File: src/rtl/acq_pkg.sv
package acq_pkg;
  // byte offsets on the host port
  localparam int OFS_CMD1 = 'h00;
  localparam int OFS_CMD2 = 'h02;
  localparam int OFS_CONV = 'h08;
  localparam int OFS_ACQ  = 'h0A;
  localparam int OFS_CLR  = 'h0C;
  localparam int OFS_ICLR = 'h14;
  localparam int OFS_FIFO = 'h16;

  // command word field masks
  localparam logic [15:0] CMD1_KEEP = 16'h00BB;
  localparam logic [15:0] CMD2_KEEP = 16'h0390;
  localparam int C1_ACQ_EN  = 4;
  localparam int C1_CIRQ_EN = 7;
  localparam int C2_GIRQ_EN = 7;

  // status bit positions
  localparam int ST_OVERRUN = 8;
  localparam int ST_OVF     = 9;
  localparam int ST_ACQ_RUN = 11;
  localparam int ST_AVAIL   = 13;
  localparam int ST_ACQ_END = 14;

  // strobe vector indices
  localparam int STB_CONV = 0;
  localparam int STB_ACQ  = 1;
  localparam int STB_CLR  = 2;
  localparam int STB_ICLR = 3;
  localparam int STB_POP  = 4;
  localparam int NUM_STB  = 5;

  typedef struct packed {
    logic acq_end;
    logic acq_run;
    logic ovf;
    logic overrun;
  } flags_t;
endpackage

File: src/rtl/acq_decode.sv
module acq_decode
  import acq_pkg::*;
#(
  parameter int ADDR_W = 5,
  parameter int N_STB  = NUM_STB
) (
  input  logic              wr,
  input  logic              rd,
  input  logic [ADDR_W-1:0] addr,
  output logic              cmd1_we,
  output logic              cmd2_we,
  output logic [N_STB-1:0]  stb_hit
);
  always_comb begin
    cmd1_we            = wr && (addr == ADDR_W'(OFS_CMD1));
    cmd2_we            = wr && (addr == ADDR_W'(OFS_CMD2));
    stb_hit            = '0;
    stb_hit[STB_CONV]  = wr && (addr == ADDR_W'(OFS_CONV));
    stb_hit[STB_ACQ]   = wr && (addr == ADDR_W'(OFS_ACQ));
    stb_hit[STB_CLR]   = wr && (addr == ADDR_W'(OFS_CLR));
    stb_hit[STB_ICLR]  = wr && (addr == ADDR_W'(OFS_ICLR));
    stb_hit[STB_POP]   = rd && (addr == ADDR_W'(OFS_FIFO));
  end
endmodule

File: src/rtl/acq_cmdregs.sv
module acq_cmdregs
  import acq_pkg::*;
#(
  parameter int DATA_W = 16
) (
  input  logic              clk,
  input  logic              rst_n,
  input  logic              cmd1_we,
  input  logic              cmd2_we,
  input  logic [DATA_W-1:0] wdata,
  output logic [DATA_W-1:0] cmd1_q,
  output logic [DATA_W-1:0] cmd2_q
);
  localparam logic [DATA_W-1:0] KEEP1 = DATA_W'(CMD1_KEEP);
  localparam logic [DATA_W-1:0] KEEP2 = DATA_W'(CMD2_KEEP);

  logic [DATA_W-1:0] cmd1_d, cmd2_d;

  always_comb begin
    cmd1_d = wdata & KEEP1;
    cmd2_d = wdata & KEEP2;
  end

  always_ff @(posedge clk or negedge rst_n) begin
    if (!rst_n) cmd1_q <= '0;
    else if (cmd1_we) cmd1_q <= cmd1_d;
  end

  always_ff @(posedge clk or negedge rst_n) begin
    if (!rst_n) cmd2_q <= '0;
    else if (cmd2_we) cmd2_q <= cmd2_d;
  end


  undef_bits_zero_chk: assert property (@(posedge clk) disable iff (!rst_n)
    ((cmd1_q & ~KEEP1) == '0) && ((cmd2_q & ~KEEP2) == '0));


  cmd_hold_chk: assert property (@(posedge clk) disable iff (!rst_n)
    !cmd1_we |=> $stable(cmd1_q));
endmodule

File: src/rtl/acq_strobe.sv
module acq_strobe #(
  parameter int N_STB = 5
) (
  input  logic             clk,
  input  logic             rst_n,
  input  logic [N_STB-1:0] hit,
  output logic [N_STB-1:0] pulse
);
  for (genvar i = 0; i < N_STB; i++) begin : g_stb
    always_ff @(posedge clk or negedge rst_n) begin
      if (!rst_n) pulse[i] <= 1'b0;
      else        pulse[i] <= hit[i];
    end


    pulse_origin_chk: assert property (@(posedge clk) disable iff (!rst_n)
      pulse[i] |-> $past(hit[i]));
  end
endmodule

File: src/rtl/acq_status.sv
module acq_status
  import acq_pkg::*;
#(
  parameter int DATA_W = 16
) (
  input  logic              clk,
  input  logic              rst_n,
  input  logic              conv_pls,
  input  logic              acq_pls,
  input  logic              clr_pls,
  input  logic              iclr_pls,
  input  logic              acq_en,
  input  logic              fifo_avail,
  input  logic              fifo_ovf,
  input  logic              conv_done,
  input  logic              sample_tc,
  output flags_t            flags,
  output logic [DATA_W-1:0] status
);
  flags_t flags_d;
  logic   busy_q, busy_d;

  always_comb begin
    flags_d = flags;
    busy_d  = busy_q;
    // conversion tracking and overrun
    if (clr_pls) begin
      busy_d          = 1'b0;
      flags_d.overrun = 1'b0;
    end else begin
      if (conv_pls && busy_q && !conv_done) flags_d.overrun = 1'b1;
      if (conv_pls)       busy_d = 1'b1;
      else if (conv_done) busy_d = 1'b0;
    end
    // queue overflow
    if (clr_pls)       flags_d.ovf = 1'b0;
    else if (fifo_ovf) flags_d.ovf = 1'b1;
    // acquisition progress
    if (clr_pls || sample_tc)     flags_d.acq_run = 1'b0;
    else if (acq_pls && acq_en)   flags_d.acq_run = 1'b1;
    // acquisition end event
    if (sample_tc && flags.acq_run) flags_d.acq_end = 1'b1;
    else if (iclr_pls)              flags_d.acq_end = 1'b0;
  end

  always_ff @(posedge clk or negedge rst_n) begin
    if (!rst_n) begin
      flags  <= '0;
      busy_q <= 1'b0;
    end else begin
      flags  <= flags_d;
      busy_q <= busy_d;
    end
  end

  always_comb begin
    status             = '0;
    status[ST_OVERRUN] = flags.overrun;
    status[ST_OVF]     = flags.ovf;
    status[ST_ACQ_RUN] = flags.acq_run;
    status[ST_AVAIL]   = fifo_avail;
    status[ST_ACQ_END] = flags.acq_end;
  end


  acq_set_gate_chk: assert property (@(posedge clk) disable iff (!rst_n)
    $rose(flags.acq_run) |-> $past(acq_pls && acq_en));


  acq_tc_clear_chk: assert property (@(posedge clk) disable iff (!rst_n)
    sample_tc |=> !flags.acq_run);


  overrun_sticky_chk: assert property (@(posedge clk) disable iff (!rst_n)
    flags.overrun && !clr_pls |=> flags.overrun);


  ovf_clear_chk: assert property (@(posedge clk) disable iff (!rst_n)
    clr_pls |=> !flags.ovf);


  acq_end_hold_chk: assert property (@(posedge clk) disable iff (!rst_n)
    flags.acq_end && !iclr_pls |=> flags.acq_end);
endmodule

File: src/rtl/acq_irq.sv
module acq_irq (
  input  logic clk,
  input  logic rst_n,
  input  logic girq_en,
  input  logic cirq_en,
  input  logic fifo_avail,
  input  logic acq_end,
  output logic irq
);
  logic irq_d;

  always_comb irq_d = girq_en && ((cirq_en && fifo_avail) || acq_end);

  always_ff @(posedge clk or negedge rst_n) begin
    if (!rst_n) irq <= 1'b0;
    else        irq <= irq_d;
  end


  irq_gate_chk: assert property (@(posedge clk) disable iff (!rst_n)
    irq |-> $past(girq_en));
endmodule

File: src/rtl/acq_ctl.sv
module acq_ctl
  import acq_pkg::*;
#(
  parameter int ADDR_W = 5,
  parameter int DATA_W = 16
) (
  input  logic              clk,
  input  logic              rst_n,
  input  logic              bus_wr,
  input  logic              bus_rd,
  input  logic [ADDR_W-1:0] bus_addr,
  input  logic [DATA_W-1:0] bus_wdata,
  output logic [DATA_W-1:0] bus_rdata,
  input  logic [DATA_W-1:0] fifo_data,
  input  logic              fifo_avail,
  input  logic              fifo_ovf,
  input  logic              conv_done,
  input  logic              sample_tc,
  output logic [DATA_W-1:0] cmd1_o,
  output logic [DATA_W-1:0] cmd2_o,
  output logic              conv_start_o,
  output logic              acq_start_o,
  output logic              conv_clear_o,
  output logic              irq_clear_o,
  output logic              fifo_pop_o,
  output logic              irq_o
);
  logic               cmd1_we, cmd2_we;
  logic [NUM_STB-1:0] stb_hit, stb_pls;
  logic [DATA_W-1:0]  status;
  flags_t             flags;

  acq_decode #(.ADDR_W(ADDR_W), .N_STB(NUM_STB)) u_dec (
    .wr(bus_wr), .rd(bus_rd), .addr(bus_addr),
    .cmd1_we(cmd1_we), .cmd2_we(cmd2_we), .stb_hit(stb_hit));

  acq_cmdregs #(.DATA_W(DATA_W)) u_cmd (
    .clk(clk), .rst_n(rst_n), .cmd1_we(cmd1_we), .cmd2_we(cmd2_we),
    .wdata(bus_wdata), .cmd1_q(cmd1_o), .cmd2_q(cmd2_o));

  acq_strobe #(.N_STB(NUM_STB)) u_stb (
    .clk(clk), .rst_n(rst_n), .hit(stb_hit), .pulse(stb_pls));

  acq_status #(.DATA_W(DATA_W)) u_st (
    .clk(clk), .rst_n(rst_n),
    .conv_pls(stb_pls[STB_CONV]), .acq_pls(stb_pls[STB_ACQ]),
    .clr_pls(stb_pls[STB_CLR]), .iclr_pls(stb_pls[STB_ICLR]),
    .acq_en(cmd1_o[C1_ACQ_EN]), .fifo_avail(fifo_avail),
    .fifo_ovf(fifo_ovf), .conv_done(conv_done), .sample_tc(sample_tc),
    .flags(flags), .status(status));

  acq_irq u_irq (
    .clk(clk), .rst_n(rst_n), .girq_en(cmd2_o[C2_GIRQ_EN]),
    .cirq_en(cmd1_o[C1_CIRQ_EN]), .fifo_avail(fifo_avail),
    .acq_end(flags.acq_end), .irq(irq_o));

  always_comb begin
    conv_start_o = stb_pls[STB_CONV];
    acq_start_o  = stb_pls[STB_ACQ];
    conv_clear_o = stb_pls[STB_CLR];
    irq_clear_o  = stb_pls[STB_ICLR];
    fifo_pop_o   = stb_pls[STB_POP];
  end

  always_comb begin
    bus_rdata = '0;
    if (bus_rd) begin
      if (bus_addr == ADDR_W'(OFS_CMD1))      bus_rdata = status;
      else if (bus_addr == ADDR_W'(OFS_FIFO)) bus_rdata = fifo_data;
    end
  end


  strobes_exclusive_chk: assert property (@(posedge clk) disable iff (!rst_n)
    $onehot0({conv_start_o, acq_start_o, conv_clear_o, irq_clear_o}));
endmodule

File: config.mk
export PLATFORM = sky130hd
export DESIGN_NAME = acq_ctl
export DESIGN_NICKNAME = d
export VERILOG_FILES = /design/src/rtl/acq_pkg.sv /design/src/rtl/acq_decode.sv /design/src/rtl/acq_cmdregs.sv /design/src/rtl/acq_strobe.sv /design/src/rtl/acq_status.sv /design/src/rtl/acq_irq.sv /design/src/rtl/acq_ctl.sv
export SDC_FILE = /design/constraint.sdc
export NUM_CORES = 1
export LEC_CHECK = 0
export BUFFER_PORTS_ARGS = -buffer_cell sky130_fd_sc_hd__buf_2
export CAP_MARGIN = 0
export CORE_MARGIN = 3
export CORE_UTILIZATION = 43
export CTS_CLUSTER_DIAMETER = 50
export CTS_CLUSTER_SIZE = 10
export DETAILED_ROUTE_END_ITERATION = 10
export GPL_TIMING_DRIVEN = 0
export HOLD_SLACK_MARGIN = 0.05
export PLACE_DENSITY_LB_ADDON = 0.15
export SLEW_MARGIN = 20
export SYNTH_ARGS = -nofsm -noshare
export SYNTH_HDL_FRONTEND = slang
export SYNTH_HIERARCHICAL = 1
export SYNTH_SLANG_ARGS = --single-unit
File: constraint.sdc
create_clock -name clk -period 1.5 [get_ports clk]
set_clock_uncertainty 0.2 [all_clocks]
set_input_delay 0.15 -clock clk [delete_from_list [all_inputs] [get_ports clk]]
set_output_delay 0.15 -clock clk [all_outputs]
set_load 0.03 [all_outputs]
==> results.cfg, run 1 <==
[timing]
min_period_over_period_pct = 120.6
hold_violations = 0
setup_violations = 16
hold_slack_ns = 0.1285
rsz0062_at_grt = yes
fin_crit_ns = 1.808
worst_slack_ns = -0.3084
slew_viol_final = 0
max_freq_mhz = 553.0

[route]
route.vias.total = 1542
met2_wirelength_um = 2322
dr_wl_met3_um = 328
antenna_left = 0
wl_um = 4546
drt-met1-wl_um = 1765
post_drt_wl_per_cell_um = 13.65
drtIter0Drc = 65
viasPerCell = 4.631
drtPass1Iterations = 4
drc_errors = 0
highest_layer = met4

[global_routing]
overflow = 0
antenna_found_initial = 0
grt_max_degree = 22
grt_pass1_vias = 1436
grt.total_usage_pct = 20.21
grt_pass1_wl_um = 6748

[setup_path]
ff2ff_path_depth = 4
cp_num_buf_inv = 1
slowest_delay_ns = 0.47
crit_start = u_st/flags[2]
critical_path.endpoint_type = output pin
worstPathCellList = or4b_4, a21oi_2, buf_6
worstPathMaxFanout = 2
crit_cells = 3
crit_arrival_ns = 1.46
critical_path_class = flop to output pin
cp-start-kind = flop
crit_family = simple AND/OR/NAND/NOR gates
worst-endpoint-required_ns = 1.15
slowest_stage = or4b_4
r2r-start = u_st/flags[3]

[cts]
cts_sinks = 21
root_buffer = clkbuf_4
clkLatencyLatePin_ns = 0.30
cts_tree = yes
numCtsBuffers = 3
htreeDepth = 1
clkTransAtPathRegs_ns = 0.11
clk_path_buf_depth = 2

[floorplan]
io_pins = 99
core_area_um2 = 3390
dieArea_um2 = 4349
rows = 21
fp.dieW_um = 65.95
start_util_pct = 45.59
die_y_um = 65.95

[final_layout]
finalInstanceArea_um2 = 2768
syn2layout_area_growth_pct = 79.11
fin_cells = 333
fin_nets = 333
drive_gt1_share_pct = 56.79
antenna_cells = 0
most-common-layout-cells = 48 x buf_2, 41 x buf_4, 33 x conb_1
final_common_cell = buf_2
fin_util_pct = 81.65

[logic_synthesis]
avgSynthCellArea_um2 = 9.780
synth_edf_count = 0
synthArstFlopShare_pct = 100.0
yosys-top-cells-area = dfrtp_1 34%, buf_4 18%, or4b_1 11%
yosysSeqAreaShare_pct = 34.01
synth_flop_cell = dfrtp_1
yosysWarnings = 6
synth_top_area_share_pct = 34.01
ys_ff_latch = 21
synth.distinct_cells = 25
netlist_instances = 158
yosys.area.top_type = dfrtp_1
synth_area_um2 = 1545

[status]
status = complete, but fails checks
violations = setup timing

[power_and_ir_drop]
total_power_mw = 1.695
cellLeakagePower_nw = 1.319
p_per_area_nw_per_um2 = 612.4
peakVddDrop_v = 0.0008038

[min_path]
hold_path_class = input pin to asynchronous set/reset pin

[placement]
dp_hpwl_um = 2854
post_dp_cell_area_um2 = 2220
numPortBuffers = 68
dp.cells = 303
place.gp.congestion = 0.7014

[run]
drv_cap = 0
-- power breakdown --
| part | leakage (nW) | internal, mW | switching (mW) | total (mW) |
|---|---|---|---|---|
| registers | 0.271 | 0.638 | 0.0415 | 0.679 |
| clock network | 0.0150 | 0.104 | 0.160 | 0.263 |
| logic | 1.03 | 0.348 | 0.404 | 0.752 |
-- cell usage after synthesis (2+ instances only) --
cell and instances:
nand3b_1 2, inv_1 2, nand4_1 16, dfrtp_1 21
buf_4 38, mux2_2 4, mux2_4 6, nor3_1 2
nor2_1 4, buf_6 5, clkbuf_1 4, nor4b_1 2
a21oi_1 19, conb_1 2, buf_2 3, nand2b_1 3
or4b_1 17
-- repair_timing --
item / in CTS / in global routing
buffers inserted: 7 / 2
cloned: 1 / 0
hold buffers: 20 / 0
pin swaps: 7 / 3
setup endpoints to repair: 16 / 20
resized for setup: 66 / 6
endpoints found under the hold margin: 42 / 0
-- sequential cells by signal, indices dropped and copies added (netlist names) --
name          cells
u_st/busy_q       1
u_irq/irq         1
u_st/flags        4
u_cmd/cmd2_q      4
u_cmd/cmd1_q      6
u_stb/pulse       5
-- per-stage QoR --
| step | setup slack (ns) | TNS [ns] |
|---|---|---|
| CTS | -0.3208 | -1.985 |
| global placement | -0.3259 | -6.677 |
| finish | -0.3084 | -1.486 |
| detailed placement | -0.3664 | -6.878 |
| floorplan | -0.07932 | -0.6980 |
| global route | -0.3673 | -1.944 |
-- cells by family (layout without fill, tap and decap cells) --
| kind of cell | count (synthesis) | after routing | share of synthesized area [%] |
|---|---|---|---|
| AOI/OAI and AO/OA | 21 | 21 | 6.963 |
| buffers and inverters | 52 | 150 | 24.53 |
| DFF | 21 | 21 | 34.01 |
| muxes | 10 | 10 | 8.745 |
| other | 2 | 33 | 0.4860 |
| and+or+nand+nor | 52 | 52 | 25.26 |
-- worst reg2reg max path: stages, from the launching register on --
cell	delay (ns)
dfrtp_1	0.40
buf_4	0.13
buf_4	0.13
a21oi_1	0.11
nor2b_1	0.05
-- final timing paths --
| kind | endpoint | slack, ns |
|---|---|---|
| worst min-delay path | u_cmd/cmd2_q[4] | 0.13 |
| worst max-delay path | bus_rdata[11] | -0.31 |
| max in group asynchronous | u_st/busy_q | 0.65 |
| min in group clk | u_cmd/cmd1_q[4] | 0.14 |
| worst max register to register | u_irq/irq | 0.39 |
| worst min register to register | u_st/flags[3] | 0.27 |
-- area by class of cell --
class	instances	area (µm²)
fill	223	621.8
multi-input combinational	116	962.2
tap	46	57.56
buffer	46	391.6
inverter	2	7.507
sequential	21	525.5
timing repair buffer	98	797.0
clock buffer	4	26.28
-- routing by layer --
layer  GRT usage (%)  vias up
met2           36.05       66
li1                -      765
met1           22.16      697
met4           8.122        0
met3           6.122       14
met5               0        -
No activity file was read; power rests on OpenSTA's default activity.
==> run 2, diff against run 1 <==
CORE_UTILIZATION = 25   (was 43)
clock period = 1.65 ns   (was 1.5 ns; I/O delays follow)
==> results.cfg, run 2 (same netlist as run 1, synthesis figures left out) <==
[placement]
place.gp.congestion = 0.7837
pre_cts_slack_ns = -0.3277
dp.cells = 332
dp_hpwl_um = 2980
numPortBuffers = 68

[setup_path]
crit_start = u_st/flags[0]
worst-endpoint-required_ns = 1.28
worstPathMaxFanout = 2
critical_path_class = flop to output pin
crit_arrival_ns = 1.40
ff2ff_path_depth = 1
cp-start-kind = flop
r2r_end = u_cmd/cmd1_q[4]
rrSetupSlack_ns = 0.67
critical_path.endpoint_type = output pin
r2r-start = u_cmd/cmd1_q[4]

[route]
dr_wl_met3_um = 368
antenna_left = 0
highest_layer = met4
drc_errors = 0
met2_wirelength_um = 1954
drtPass1Iterations = 4
post_drt_wl_per_cell_um = 11.27
wl_um = 4103
viasPerCell = 4.096
drt-met1-wl_um = 1754
route.vias.total = 1491
drtIter0Drc = 40

[min_path]
hp-start = bus_addr[4]
holdPathEnd = u_stb/pulse[0]
hold_path_class = input pin to flop
holdPathStages = 3

[global_routing]
grt.total_usage_pct = 10.90
grt_pass1_vias = 1376
grt_pass1_wl_um = 6479
antenna_found_initial = 0
grt_max_degree = 22
overflow = 0

[power_and_ir_drop]
peakVddDrop_v = 0.0006292
p_per_area_nw_per_um2 = 616.5
cellLeakagePower_nw = 1.272

[cts]
cts_tree = yes
htreeDepth = 1
numCtsBuffers = 3
cts_sinks = 21
clk_path_buf_depth = 2
root_buffer = clkbuf_8
clkLatencyLatePin_ns = 0.25
clkTransAtPathRegs_ns = 0.07

[timing]
setup_violations = 4
fin_crit_ns = 1.770
setup_tns_ns = -0.3786
max_freq_mhz = 565.0
hold_violations = 0
slew_viol_final = 0
worst_slack_ns = -0.1199
rsz0062_at_grt = yes
min_period_over_period_pct = 107.3

[run]
drv_cap = 0

[final_layout]
largest_register = u_cmd/cmd1_q
fin_util_pct = 43.15
drive_gt1_share_pct = 52.25
syn2layout_area_growth_pct = 66.32
final_common_cell = buf_4
antenna_cells = 0
most-common-layout-cells = 55 x buf_4, 54 x buf_2, 33 x conb_1
fin_nets = 335
fin_cells = 364
top_regs = u_cmd/cmd1_q: 6 flops, u_stb/pulse: 5 flops
largest_reg_flops = 6

[floorplan]
core_area_um2 = 5956
start_util_pct = 25.95
rows = 28
die_y_um = 84.62
fp.dieW_um = 84.62
dieArea_um2 = 7161
io_pins = 99

[status]
status = complete, but fails checks
violations = setup timing
[run 2: layout make-up]
class                      count  area [µm²]
fill                         595        3386
multi-input combinational    116       825.8
timing repair buffer         101       715.7
sequential                    21       525.5
buffer                        45       356.6
tap                           75       93.84
clock buffer                   4       45.04
inverter                       2       7.507
[run 2: through the flow]
step | hold slack, ns | power (mW) | cell area [µm²]
after global routing | 0.08679 | 1.679 | 2570
final | 0.06885 | 1.584 | 2570
after detailed placement | -0.04203 | 1.180 | 2103
after CTS | 0.07629 | 1.588 | 2474
after global placement | -0.03845 | 1.179 | 2103
after floorplan | -0.3306 | 1.023 | 1669
[run 2: report_power, final]
| group | internal (mW) | switching, mW | total, mW |
|---|---|---|---|
| Clock | 0.172 | 0.164 | 0.336 |
| Combinational | 0.293 | 0.340 | 0.634 |
| Sequential | 0.580 | 0.0350 | 0.615 |
[run 2: worst max-delay path by stage]
stage                      end  slack [ns]  cells past startpoint
2_1_floorplan    bus_rdata[10]       -0.08                      4
3_3_place_gp   u_cmd/cmd2_q[8]       -0.30                      4
3_5_place_dp   u_cmd/cmd2_q[9]       -0.33                      4
4_1_cts           bus_rdata[9]       -0.11                      3
5_1_grt           bus_rdata[8]       -0.15                      3
6_report          bus_rdata[8]       -0.12                      3
[run 2: worst max-delay path: stages (launching register included)]
cell and delay, ns:
dfrtp_1 0.36, or4b_4 0.48, a21oi_4 0.15, buf_6 0.15
[run 2: metal layers]
layer / vias to the layer above / GRT usage (%)
met4: 0 / 2.734
met2: 68 / 19.15
met5: - / 0
met3: 4 / 2.453
li1: 768 / -
met1: 651 / 13.46
[run 2: repair_timing]
item,in CTS,in global routing
setup endpoints to repair,20,12
hold endpoints to repair,42,0
setup buffers,5,6
gates resized for setup,34,15
hold buffers,22,0
pin swaps,5,3
